==> config.mk <==
export PLATFORM = sky130hd
export DESIGN_NAME = dsp_rf_wb
export DESIGN_NICKNAME = d
export VERILOG_FILES = /design/src/rtl/dsp_rf_pkg.sv /design/src/rtl/dsp_rf_rst_sync.sv /design/src/rtl/dsp_rf_fmt.sv /design/src/rtl/dsp_rf_acc.sv /design/src/rtl/dsp_rf_opreg.sv /design/src/rtl/dsp_rf_rdmux.sv /design/src/rtl/dsp_rf_wb.sv
export SDC_FILE = /design/constraint.sdc
export NUM_CORES = 1
export LEC_CHECK = 0
export ABC_CLOCK_PERIOD_IN_PS = 10000
export CORE_MARGIN = 5
export CORE_UTILIZATION = 58
export CTS_CLUSTER_DIAMETER = 200
export CTS_CLUSTER_SIZE = 25
export DETAILED_ROUTE_END_ITERATION = 16
export PLACE_DENSITY = 0.86
export SLEW_MARGIN = 5
export SYNTH_ARGS = -nofsm -noshare
export SYNTH_HDL_FRONTEND = slang
export SYNTH_SLANG_ARGS = --single-unit
==> constraint.sdc <==
create_clock -name clk -period 10 [get_ports clk]
set_clock_uncertainty 0.1 [all_clocks]
set_input_delay 2.5 -clock clk [delete_from_list [all_inputs] [get_ports clk]]
set_output_delay 2.5 -clock clk [all_outputs]
set_load 0.03 [all_outputs]
==> src/rtl/dsp_rf_pkg.sv <==
package dsp_rf_pkg;

  localparam int SEL_W = 4;
  localparam int CLS_W = 3;
  localparam int N_ACC = 2;
  localparam int N_OP  = 6;

  // First select code of each destination group.
  localparam int GRD_BASE = N_ACC;
  localparam int OP_BASE  = 2 * N_ACC;
  localparam int SEL_END  = OP_BASE + N_OP;

  typedef enum logic [CLS_W-1:0] {
    CLS_FIXP  = 3'd0,
    CLS_INTG  = 3'd1,
    CLS_LOGI  = 3'd2,
    CLS_WLOAD = 3'd3,
    CLS_LLOAD = 3'd4
  } wb_cls_e;

  function automatic logic cls_known(input logic [CLS_W-1:0] c);
    return c <= CLS_W'(CLS_LLOAD);
  endfunction

  function automatic logic cls_is_load(input logic [CLS_W-1:0] c);
    return (c == CLS_W'(CLS_WLOAD)) || (c == CLS_W'(CLS_LLOAD));
  endfunction

endpackage

==> src/rtl/dsp_rf_rst_sync.sv <==
module dsp_rf_rst_sync (
  input  logic clk,
  input  logic rst_n,
  output logic rst_sync_n
);

  logic [1:0] sync_q;
  logic [1:0] sync_d;

  always_comb begin
    sync_d = {sync_q[0], 1'b1};
  end

  always_ff @(posedge clk or negedge rst_n) begin
    if (!rst_n) sync_q <= '0;
    else        sync_q <= sync_d;
  end

  assign rst_sync_n = sync_q[1];

endmodule

==> src/rtl/dsp_rf_fmt.sv <==
module dsp_rf_fmt
  import dsp_rf_pkg::*;
#(
  parameter int ACC_W  = 40,
  parameter int BODY_W = 32
) (
  input  logic                    wr_en,
  input  logic [SEL_W-1:0]        wr_dst,
  input  logic [CLS_W-1:0]        wr_cls,
  input  logic [ACC_W-1:0]        wr_data,
  output logic [N_ACC-1:0]        body_we,
  output logic [N_ACC-1:0]        guard_we,
  output logic [BODY_W-1:0]       body_d,
  output logic [ACC_W-BODY_W-1:0] guard_d,
  output logic [N_OP-1:0]         op_we,
  output logic [BODY_W-1:0]       op_d,
  output logic                    err
);

  localparam int GUARD_W = ACC_W - BODY_W;
  localparam int HALF_W  = BODY_W / 2;

  logic dst_acc, dst_grd, dst_op, legal;
  logic [HALF_W-1:0] hi_res, word_dat;
  logic [BODY_W-1:0] shaped;
  logic [GUARD_W-1:0] ext_g;

  // Destination group of the request.
  always_comb begin
    dst_acc = wr_dst < SEL_W'(GRD_BASE);
    dst_grd = (wr_dst >= SEL_W'(GRD_BASE)) && (wr_dst < SEL_W'(OP_BASE));
    dst_op  = (wr_dst >= SEL_W'(OP_BASE))  && (wr_dst < SEL_W'(SEL_END));
    legal   = cls_known(wr_cls) &&
              (dst_acc || dst_op || (dst_grd && cls_is_load(wr_cls)));
    err     = wr_en && !legal;
  end

  // Body value and guard extension for each class.
  always_comb begin
    hi_res   = wr_data[BODY_W-1:HALF_W];
    word_dat = wr_data[HALF_W-1:0];
    shaped   = wr_data[BODY_W-1:0];
    ext_g    = '0;
    case (wr_cls)
      CLS_W'(CLS_FIXP): begin
        shaped = wr_data[BODY_W-1:0];
        ext_g  = wr_data[ACC_W-1:BODY_W];
      end
      CLS_W'(CLS_INTG): begin
        shaped = {hi_res, {HALF_W{1'b0}}};
        ext_g  = {GUARD_W{hi_res[HALF_W-1]}};
      end
      CLS_W'(CLS_LOGI): begin
        shaped = {hi_res, {HALF_W{1'b0}}};
        ext_g  = '0;
      end
      CLS_W'(CLS_WLOAD): begin
        shaped = {word_dat, {HALF_W{1'b0}}};
        ext_g  = {GUARD_W{word_dat[HALF_W-1]}};
      end
      CLS_W'(CLS_LLOAD): begin
        shaped = wr_data[BODY_W-1:0];
        ext_g  = {GUARD_W{wr_data[BODY_W-1]}};
      end
      default: begin
        shaped = '0;
        ext_g  = '0;
      end
    endcase
  end

  // The guard alias takes the low byte; a full accumulator takes the extension.
  always_comb begin
    body_d  = shaped;
    op_d    = shaped;
    guard_d = dst_grd ? wr_data[GUARD_W-1:0] : ext_g;
  end

  always_comb begin
    for (int i = 0; i < N_ACC; i++) begin
      body_we[i]  = wr_en && legal && dst_acc && (wr_dst == SEL_W'(i));
      guard_we[i] = wr_en && legal &&
                    ((dst_acc && (wr_dst == SEL_W'(i))) ||
                     (dst_grd && (wr_dst == SEL_W'(GRD_BASE + i))));
    end
    for (int j = 0; j < N_OP; j++) begin
      op_we[j] = wr_en && legal && dst_op && (wr_dst == SEL_W'(OP_BASE + j));
    end
  end

  // the error flag needs an enabled request, and a raised flag
  // opens no write enable.
  always_comb begin
    assert_err_no_enable_R10:
      assert (!err || ((body_we == '0) && (guard_we == '0) && (op_we == '0)))
      else $error("refused request opened a write enable");
  end

endmodule

==> src/rtl/dsp_rf_acc.sv <==
module dsp_rf_acc #(
  parameter int ACC_W  = 40,
  parameter int BODY_W = 32
) (
  input  logic                    clk,
  input  logic                    rst_n,
  input  logic                    body_we,
  input  logic                    guard_we,
  input  logic [BODY_W-1:0]       body_d,
  input  logic [ACC_W-BODY_W-1:0] guard_d,
  output logic [ACC_W-1:0]        acc_q
);

  localparam int GUARD_W = ACC_W - BODY_W;

  logic [BODY_W-1:0]  body_q, body_nx;
  logic [GUARD_W-1:0] guard_q, guard_nx;

  always_comb begin
    body_nx  = body_we  ? body_d  : body_q;
    guard_nx = guard_we ? guard_d : guard_q;
  end

  always_ff @(posedge clk or negedge rst_n) begin
    if (!rst_n) begin
      body_q  <= '0;
      guard_q <= '0;
    end else begin
      body_q  <= body_nx;
      guard_q <= guard_nx;
    end
  end

  assign acc_q = {guard_q, body_q};

  // a guard-only write leaves the body as it was.
  assert_guard_keeps_body_R7: assert property (
    @(posedge clk) disable iff (!rst_n)
    (guard_we && !body_we) |=> $stable(acc_q[BODY_W-1:0])
  ) else $error("guard-only write changed accumulator body");

endmodule

==> src/rtl/dsp_rf_opreg.sv <==
module dsp_rf_opreg #(
  parameter int BODY_W = 32
) (
  input  logic              clk,
  input  logic              rst_n,
  input  logic              we,
  input  logic [BODY_W-1:0] d,
  output logic [BODY_W-1:0] q
);

  logic [BODY_W-1:0] q_nx;

  always_comb begin
    q_nx = we ? d : q;
  end

  always_ff @(posedge clk or negedge rst_n) begin
    if (!rst_n) q <= '0;
    else        q <= q_nx;
  end

endmodule

==> src/rtl/dsp_rf_rdmux.sv <==
module dsp_rf_rdmux
  import dsp_rf_pkg::*;
#(
  parameter int ACC_W  = 40,
  parameter int BODY_W = 32
) (
  input  logic [SEL_W-1:0]        sel,
  input  logic [N_ACC*ACC_W-1:0]  acc_flat,
  input  logic [N_OP*BODY_W-1:0]  op_flat,
  output logic [ACC_W-1:0]        rd_data
);

  localparam int GUARD_W = ACC_W - BODY_W;

  always_comb begin
    rd_data = '0;
    for (int i = 0; i < N_ACC; i++) begin
      if (sel == SEL_W'(i))
        rd_data = acc_flat[i*ACC_W +: ACC_W];
      if (sel == SEL_W'(GRD_BASE + i))
        rd_data = {{BODY_W{1'b0}}, acc_flat[i*ACC_W+BODY_W +: GUARD_W]};
    end
    for (int j = 0; j < N_OP; j++) begin
      if (sel == SEL_W'(OP_BASE + j))
        rd_data = {{GUARD_W{1'b0}}, op_flat[j*BODY_W +: BODY_W]};
    end
  end

endmodule

==> src/rtl/dsp_rf_wb.sv <==
module dsp_rf_wb
  import dsp_rf_pkg::*;
#(
  parameter int ACC_W  = 40,
  parameter int BODY_W = 32
) (
  input  logic             clk,
  input  logic             rst_n,
  input  logic             wr_en,
  input  logic [SEL_W-1:0] wr_dst,
  input  logic [CLS_W-1:0] wr_cls,
  input  logic [ACC_W-1:0] wr_data,
  output logic             wr_err,
  input  logic [SEL_W-1:0] rd_sel_a,
  output logic [ACC_W-1:0] rd_data_a,
  input  logic [SEL_W-1:0] rd_sel_b,
  output logic [ACC_W-1:0] rd_data_b
);

  localparam int GUARD_W = ACC_W - BODY_W;
  localparam int HALF_W  = BODY_W / 2;

  logic                   rst_sync_n;
  logic [N_ACC-1:0]       body_we, guard_we;
  logic [BODY_W-1:0]      body_d, op_d;
  logic [GUARD_W-1:0]     guard_d;
  logic [N_OP-1:0]        op_we;
  logic [N_ACC*ACC_W-1:0] acc_flat;
  logic [N_OP*BODY_W-1:0] op_flat;

  dsp_rf_rst_sync u_rst (
    .clk        (clk),
    .rst_n      (rst_n),
    .rst_sync_n (rst_sync_n)
  );

  dsp_rf_fmt #(.ACC_W(ACC_W), .BODY_W(BODY_W)) u_fmt (
    .wr_en    (wr_en),
    .wr_dst   (wr_dst),
    .wr_cls   (wr_cls),
    .wr_data  (wr_data),
    .body_we  (body_we),
    .guard_we (guard_we),
    .body_d   (body_d),
    .guard_d  (guard_d),
    .op_we    (op_we),
    .op_d     (op_d),
    .err      (wr_err)
  );

  for (genvar i = 0; i < N_ACC; i++) begin : g_acc
    dsp_rf_acc #(.ACC_W(ACC_W), .BODY_W(BODY_W)) u_acc (
      .clk      (clk),
      .rst_n    (rst_sync_n),
      .body_we  (body_we[i]),
      .guard_we (guard_we[i]),
      .body_d   (body_d),
      .guard_d  (guard_d),
      .acc_q    (acc_flat[i*ACC_W +: ACC_W])
    );
  end

  for (genvar j = 0; j < N_OP; j++) begin : g_op
    dsp_rf_opreg #(.BODY_W(BODY_W)) u_op (
      .clk   (clk),
      .rst_n (rst_sync_n),
      .we    (op_we[j]),
      .d     (op_d),
      .q     (op_flat[j*BODY_W +: BODY_W])
    );
  end

  dsp_rf_rdmux #(.ACC_W(ACC_W), .BODY_W(BODY_W)) u_rd_a (
    .sel      (rd_sel_a),
    .acc_flat (acc_flat),
    .op_flat  (op_flat),
    .rd_data  (rd_data_a)
  );

  dsp_rf_rdmux #(.ACC_W(ACC_W), .BODY_W(BODY_W)) u_rd_b (
    .sel      (rd_sel_b),
    .acc_flat (acc_flat),
    .op_flat  (op_flat),
    .rd_data  (rd_data_b)
  );

  logic half_class;
  assign half_class = (wr_cls == CLS_W'(CLS_INTG)) ||
                      (wr_cls == CLS_W'(CLS_LOGI)) ||
                      (wr_cls == CLS_W'(CLS_WLOAD));

  // a refused request changes no register.
  assert_err_holds_state_R10: assert property (
    @(posedge clk) disable iff (!rst_sync_n)
    (wr_en && wr_err) |=> ($stable(acc_flat) && $stable(op_flat))
  ) else $error("refused request changed a register");

  // no enable, no change, no error.
  assert_idle_holds_state_R11: assert property (
    @(posedge clk) disable iff (!rst_sync_n)
    !wr_en |=> ($stable(acc_flat) && $stable(op_flat))
  ) else $error("register changed without a write enable");

  assert_idle_no_err_R11: assert property (
    @(posedge clk) disable iff (!rst_sync_n)
    !wr_en |-> !wr_err
  ) else $error("error flag raised without a request");

  // a half-width class to accumulator 0 leaves its low half clear.
  assert_acc0_low_clear_R3: assert property (
    @(posedge clk) disable iff (!rst_sync_n)
    (wr_en && !wr_err && (wr_dst == SEL_W'(0)) && half_class)
      |=> (acc_flat[HALF_W-1:0] == '0)
  ) else $error("accumulator 0 low half not cleared");

  // a logical write to accumulator 1 clears its guard byte.
  assert_acc1_logic_guard_R4: assert property (
    @(posedge clk) disable iff (!rst_sync_n)
    (wr_en && (wr_dst == SEL_W'(1)) && (wr_cls == CLS_W'(CLS_LOGI)))
      |=> (acc_flat[ACC_W+BODY_W +: GUARD_W] == '0)
  ) else $error("logical write left accumulator 1 guard set");

  // a half-width class to an operand register clears its low half.
  for (genvar k = 0; k < N_OP; k++) begin : g_chk
    assert_op_low_clear_R9: assert property (
      @(posedge clk) disable iff (!rst_sync_n)
      (wr_en && (wr_dst == SEL_W'(OP_BASE + k)) && half_class)
        |=> (op_flat[k*BODY_W +: HALF_W] == '0)
    ) else $error("operand register low half not cleared");
  end

endmodule

== Yosys cells after proc, flatten, opt, wreduce, memory -nomap -nowiden ==
Cells that the tools add are included.
Widths: inputs -> output; s select.
Storage, ports and cells
  register bits: 274
  output and inout bits: 81
  logic and storage cells: 106
Cells by class
  equal/unequal tests: 31
  muxes and demuxes: 23
  reductions and logical operators: 35
  order comparisons: 6
Operator list (number)
  $mux 40: 20
  $pmux 32 s3: 1
  $eq 4x3->1 const B: 12
  $eq 4x2->1 const B: 6
  $eq 4x4->1 const B: 6
  $pmux 8 s3: 1
  $logic_and 1x1->1: 22
  $eq 4x1->1 const B: 3
  $logic_not 4->1: 3
  $mux 8: 1
  $eq 3x2->1 const B: 2
  $reduce_or 2->1: 3
  $logic_or 1x1->1: 5
  $ge 4x2->1 const B: 1
  $ge 4x3->1 const B: 1
  $lt 4x2->1 const B: 1
  $lt 4x3->1 const B: 1
  $lt 4x4->1 const B: 1
  $eq 3x1->1 const B: 1
  $eq 3x3->1 const B: 1
  $le 3x3->1 const B: 1
  $logic_not 3->1: 1
  $logic_not 1->1: 1

== Logic depth before layout (Yosys ltp) ==
  depth after elaboration: 11
  gate-level depth with buffers: 8
  gate-level depth less buffers: 4

== Hierarchy ==
A second synthesis with hierarchy kept.
Unflattened totals
  cell total of the unflattened synthesis: 1564
  area, all modules: 18038.6 µm²
By module, submodules not included
  dsp_rf_opreg: area an instance 1345.0 µm², cells each 68, instances 6, sequential area each 800.8 µm²
  dsp_rf_rdmux: area an instance 2889.0 µm², cells each 426, instances 2, sequential area each 0.0 µm²
  dsp_rf_acc: area an instance 1640.3 µm², cells each 85, instances 2, sequential area each 1001.0 µm²
  dsp_rf_fmt: area an instance 855.8 µm², cells each 131, instances 1, sequential area each 0.0 µm²
  dsp_rf_rst_sync: area an instance 53.8 µm², cells each 3, instances 1, sequential area each 50.0 µm²

== Worst setup path after synthesis ==
OpenSTA, ideal clock, no wires.
  path type: input to output
  from: input port rd_sel_b[0]
  to: output port rd_data_b[3]
  setup slack: 3133 ps
  stages: 7
  data arrival time: 4267 ps
  data required time: 7400 ps
  cell sequence: buf_2 buf_2 buf_2 clkbuf_1 o21a_1 a21oi_1 o21ai_0
Between the ends
  longest elaborated chain between the ends: 11
  elaborated cells between the ends (all ways): 20
  classes of those cells: eq/ne (9); mux (10); reduce/logical (1)
Ends and longest elaborated chain
  from (decl): RTL line dsp_rf_wb.sv:16  | input logic [SEL_W-1:0] rd_sel_b,
  $logic_not 4->1: RTL line dsp_rf_rdmux.sv:18  | if (sel == SEL_W'(i))
  $mux 40: RTL line dsp_rf_rdmux.sv:18
  $mux 40: RTL line dsp_rf_rdmux.sv:20  | if (sel == SEL_W'(GRD_BASE + i))
  $mux 40: RTL line dsp_rf_rdmux.sv:18
  $mux 40: RTL line dsp_rf_rdmux.sv:20
  $mux 40 (5 in series): RTL line dsp_rf_rdmux.sv:24  | if (sel == SEL_W'(OP_BASE + j))
  $mux 40 *: RTL line dsp_rf_rdmux.sv:24
  to (decl): RTL line dsp_rf_wb.sv:17  | output logic [ACC_W-1:0] rd_data_b
Every way passes the cells marked *; elsewhere a longest branch is shown, timed or not.

== Worst setup path in the final report ==
  from: input port rd_sel_a[3]
  to: output port rd_data_a[16]
Between the ends
  longest elaborated chain between the ends: 11
  elaborated cells between the ends (all ways): 20
  classes of those cells: eq/ne (9); mux (10); reduce/logical (1)
Ends and longest elaborated chain
  from (decl): RTL line dsp_rf_wb.sv:14  | input logic [SEL_W-1:0] rd_sel_a,
  $logic_not 4->1: RTL line dsp_rf_rdmux.sv:18
  $mux 40: RTL line dsp_rf_rdmux.sv:18
  $mux 40: RTL line dsp_rf_rdmux.sv:20
  $mux 40: RTL line dsp_rf_rdmux.sv:18
  $mux 40: RTL line dsp_rf_rdmux.sv:20
  $mux 40 (5 in series): RTL line dsp_rf_rdmux.sv:24
  $mux 40 *: RTL line dsp_rf_rdmux.sv:24
  to (decl): RTL line dsp_rf_wb.sv:15  | output logic [ACC_W-1:0] rd_data_a,
Marked as above.

==> flow_summary.json <==
{
  "cts-root-buf": "clkbuf_16",
  "synth_seq_cells": 274,
  "port_buffers": 138,
  "critPathKind": "in2out",
  "ant_nets": 0,
  "synth_seq_area_share_pct": 44.9,
  "firstDrtPassIters": 7,
  "mostFrequentLayoutCells": "nand2_1 (287), dfrtp_1 (273), o21ai_1 (133), o21ai_0 (118), clkdlybuf4s50_1 (118)",
  "hpwl_um": 31600,
  "cts-resized-gates": 0,
  "p_seq_share_pct": 53.5,
  "setup_viol": 0,
  "ys_async_sr_fraction_pct": 100,
  "rrSetupSlack_ns": 7.02,
  "cp_max_fo": 18,
  "grt_pass1_wl_um": 76800,
  "clock_sinks": 274,
  "syn_nets": 1674,
  "layout_commonest_cell": "nand2_1",
  "postCtsSetupBuffers": 0,
  "fmax_mhz": 117,
  "p_int_w": 0.00176,
  "holdCritPathClass": "reg2reg",
  "grtUsageTotal_pct": 33.0,
  "maxCapViolCount": 0,
  "drv_slew": 0,
  "worstSkewPairLatency_ns": 0.50,
  "place_congestion": 0.980,
  "p_comb_share_pct": 22.3,
  "power_per_cell_area_mw_per_mm2": 155,
  "finalCriticalPeriod_ns": 8.54,
  "ys_warn_count": 0,
  "cts_buffers": 14,
  "r2r_start": "u_rst.sync_q[1]",
  "die_y_um": 172,
  "vias": 14000,
  "grt_max_degree": 89,
  "whs_path_depth": 0,
  "layout.cells.non_filler": 1989,
  "start_kind": "input port",
  "min_from": "u_rst.sync_q[0]",
  "viasPerCell": 7.04,
  "h-tree-depth": 1,
  "status": "finished clean",
  "clk_pin_slew_ns": 0.10,
  "worstPathArrival_ns": 5.94,
  "postSynthAreaPerCell_sq_um": 9.44,
  "switchingPower_w": 0.000853,
  "syn_inst": 1616,
  "drtIter0Drc": 1921,
  "rsz0062_at_grt": "false",
  "post-route-drc-count": 0,
  "synth_edf_count": 0,
  "p_clk_share_pct": 24.1,
  "gr-total-overflow": 0,
  "yosysUniqueCellTypes": 60,
  "place_inst": 1973,
  "fin_util_pct": 65.2,
  "drive_above_1_share_pct": 11.6,
  "max_slew_margin_pct": 14.6,
  "start_util_pct": 58.7,
  "cts_buffer_depth": 3,
  "cts_hold_buf": 0,
  "syn2layout_area_growth_pct": 10.9,
  "rr_worst_depth": 2,
  "wl_um": 49200,
  "swShare_pct": 32.6,
  "power.static_leakage_nw": 6.80,
  "layout.nets": 1712,
  "tns_ns": 0,
  "ir_worst_vdd_v": 0.0000956,
  "antenna_found_initial": 1,
  "hold_viol_final": 0,
  "tightest_slew_ns": 1.28,
  "first_global_vias": 13600,
  "io_pins": 139,
  "routedWlPerCell_um": 24.8,
  "finalCritPeriodShare_pct": 85.4,
  "die_area_sq_mm": 0.0297,
  "diodes": 0,
  "die_w_um": 172,
  "r2r_end": "g_op[1].u_op.q[28]",
  "synthesis.area_sq_mm": 0.0153,
  "worst_setup_path_end_kind": "output pin",
  "min_delay_worst_endpoint": "u_rst.sync_q[1]",
  "crit_required_ns": 7.40,
  "finalPower_w": 0.00262,
  "place_area_sq_mm": 0.0166,
  "rows": 59,
  "final_area_sq_mm": 0.0169,
  "coreArea_sq_mm": 0.0260,
  "cts_tree": "built",
  "synth_ff_type": "dfrtp_1"
}
-- metal layers --
layer	track usage, %	wire, um
met1	44.6	18300
met2	50.6	22100
met3	7.98	6200
met4	15.3	2660
met5	0	0
-- logic make-up after synthesis --
group                  Yosys count  share of synthesized area (%)
AO/OA/AOI/OAI                  664                           30.5
AND/OR/NAND/NOR                453                           13.3
flip-flops                     274                           44.9
buffers and inverters          159                           6.26
multiplexers                    65                           4.98
other                            1                         0.0246
-- area by class of cell --
class                           count  area [sq um]
Clock buffer                       16           379
Fill cell                        2080          9050
Inverter                            6          22.5
Multi-Input combinational cell   1183          7480
Sequential cell                   274          6860
Tap cell                          335           419
Timing Repair Buffer              175          1770
-- per-stage QoR --
| step | hold slack, ns | setup WS (ns) |
|---|---|---|
| 2_1_floorplan | 0.231 | 1.70 |
| 3_3_place_gp | 0.236 | 1.69 |
| 3_5_place_dp | 0.247 | 1.64 |
| 4_1_cts | 0.269 | 1.63 |
| 5_1_grt | 0.274 | 1.37 |
| 6_report | 0.266 | 1.46 |
-- worst max-delay path by stage --
stage          depth (start not counted)       startpoint                        to  slack [ns]
5_1_grt                                6      rd_sel_a[3]             rd_data_a[16]        1.37
4_1_cts                                6      rd_sel_a[3]             rd_data_a[16]        1.63
3_3_place_gp                           6      rd_sel_a[3]             rd_data_a[20]        1.69
2_1_floorplan                          0  u_rst.sync_q[1]  g_acc[0].u_acc.body_q[0]        1.70
3_5_place_dp                           6      rd_sel_a[3]             rd_data_a[20]        1.64
6_report                               6      rd_sel_a[3]             rd_data_a[16]        1.46
-- critical path, cell delays in order --
cell and delay (ns):
clkdlybuf4s50_1 0.81, and3b_1 1.01, buf_4 0.41, a22oi_1 0.13, o221ai_1 0.33, clkdlybuf4s50_1 0.74
-- sequential cells by signal, indices dropped and copies added (netlist names) --
signal / count
u_rst.sync_q: 2
g_acc.u_acc.guard_q: 16
g_acc.u_acc.body_q: 64
g_op.u_op.q: 192
-- power groups by stage --
stage / Combinational [W] / Clock, W / Sequential (W)
2_1_floorplan: 0.000387 / 0 / 0.00138
3_3_place_gp: 0.000554 / 0 / 0.00141
3_5_place_dp: 0.000573 / 0 / 0.00142
4_1_cts: 0.000577 / 0.000630 / 0.00139
5_1_grt: 0.000631 / 0.000670 / 0.00142
6_report: 0.000585 / 0.000632 / 0.00140
-- synth_stat cells, types with 4 or more instances --
master	instances	area share [%]
a22o_1	6	0.34
a31oi_1	16	0.66
o22a_1	6	0.34
a22oi_1	64	3.1
nand2b_1	16	0.66
nor3_1	13	0.43
o221a_2	19	1.4
or3_1	6	0.25
a211oi_1	28	1.4
nor3b_1	9	0.44
o22ai_1	7	0.29
o21ai_1	133	4.4
o21a_1	38	1.9
nand3b_1	6	0.30
and2_1	32	1.3
buf_2	29	0.95
a22oi_2	4	0.33
a221oi_1	20	1.1
o221ai_1	72	4.1
mux2i_1	49	3.2
o32ai_1	8	0.46
buf_1	6	0.15
nor2_1	55	1.4
buf_4	4	0.20
a2bb2oi_1	11	0.63
mux2_2	8	0.59
inv_1	5	0.12
o2bb2ai_1	5	0.29
buf_6	41	3.0
o21ai_0	118	3.9
dfrtp_1	274	45
a32oi_1	6	0.34
nand2_1	287	7.1
a222oi_1	5	0.33
nor2b_1	9	0.37
or4_1	6	0.30
a21oi_1	28	0.92
clkbuf_1	73	1.8
mux4_2	8	1.2
o21ai_2	56	3.2
(Power assumes the default switching activity.)
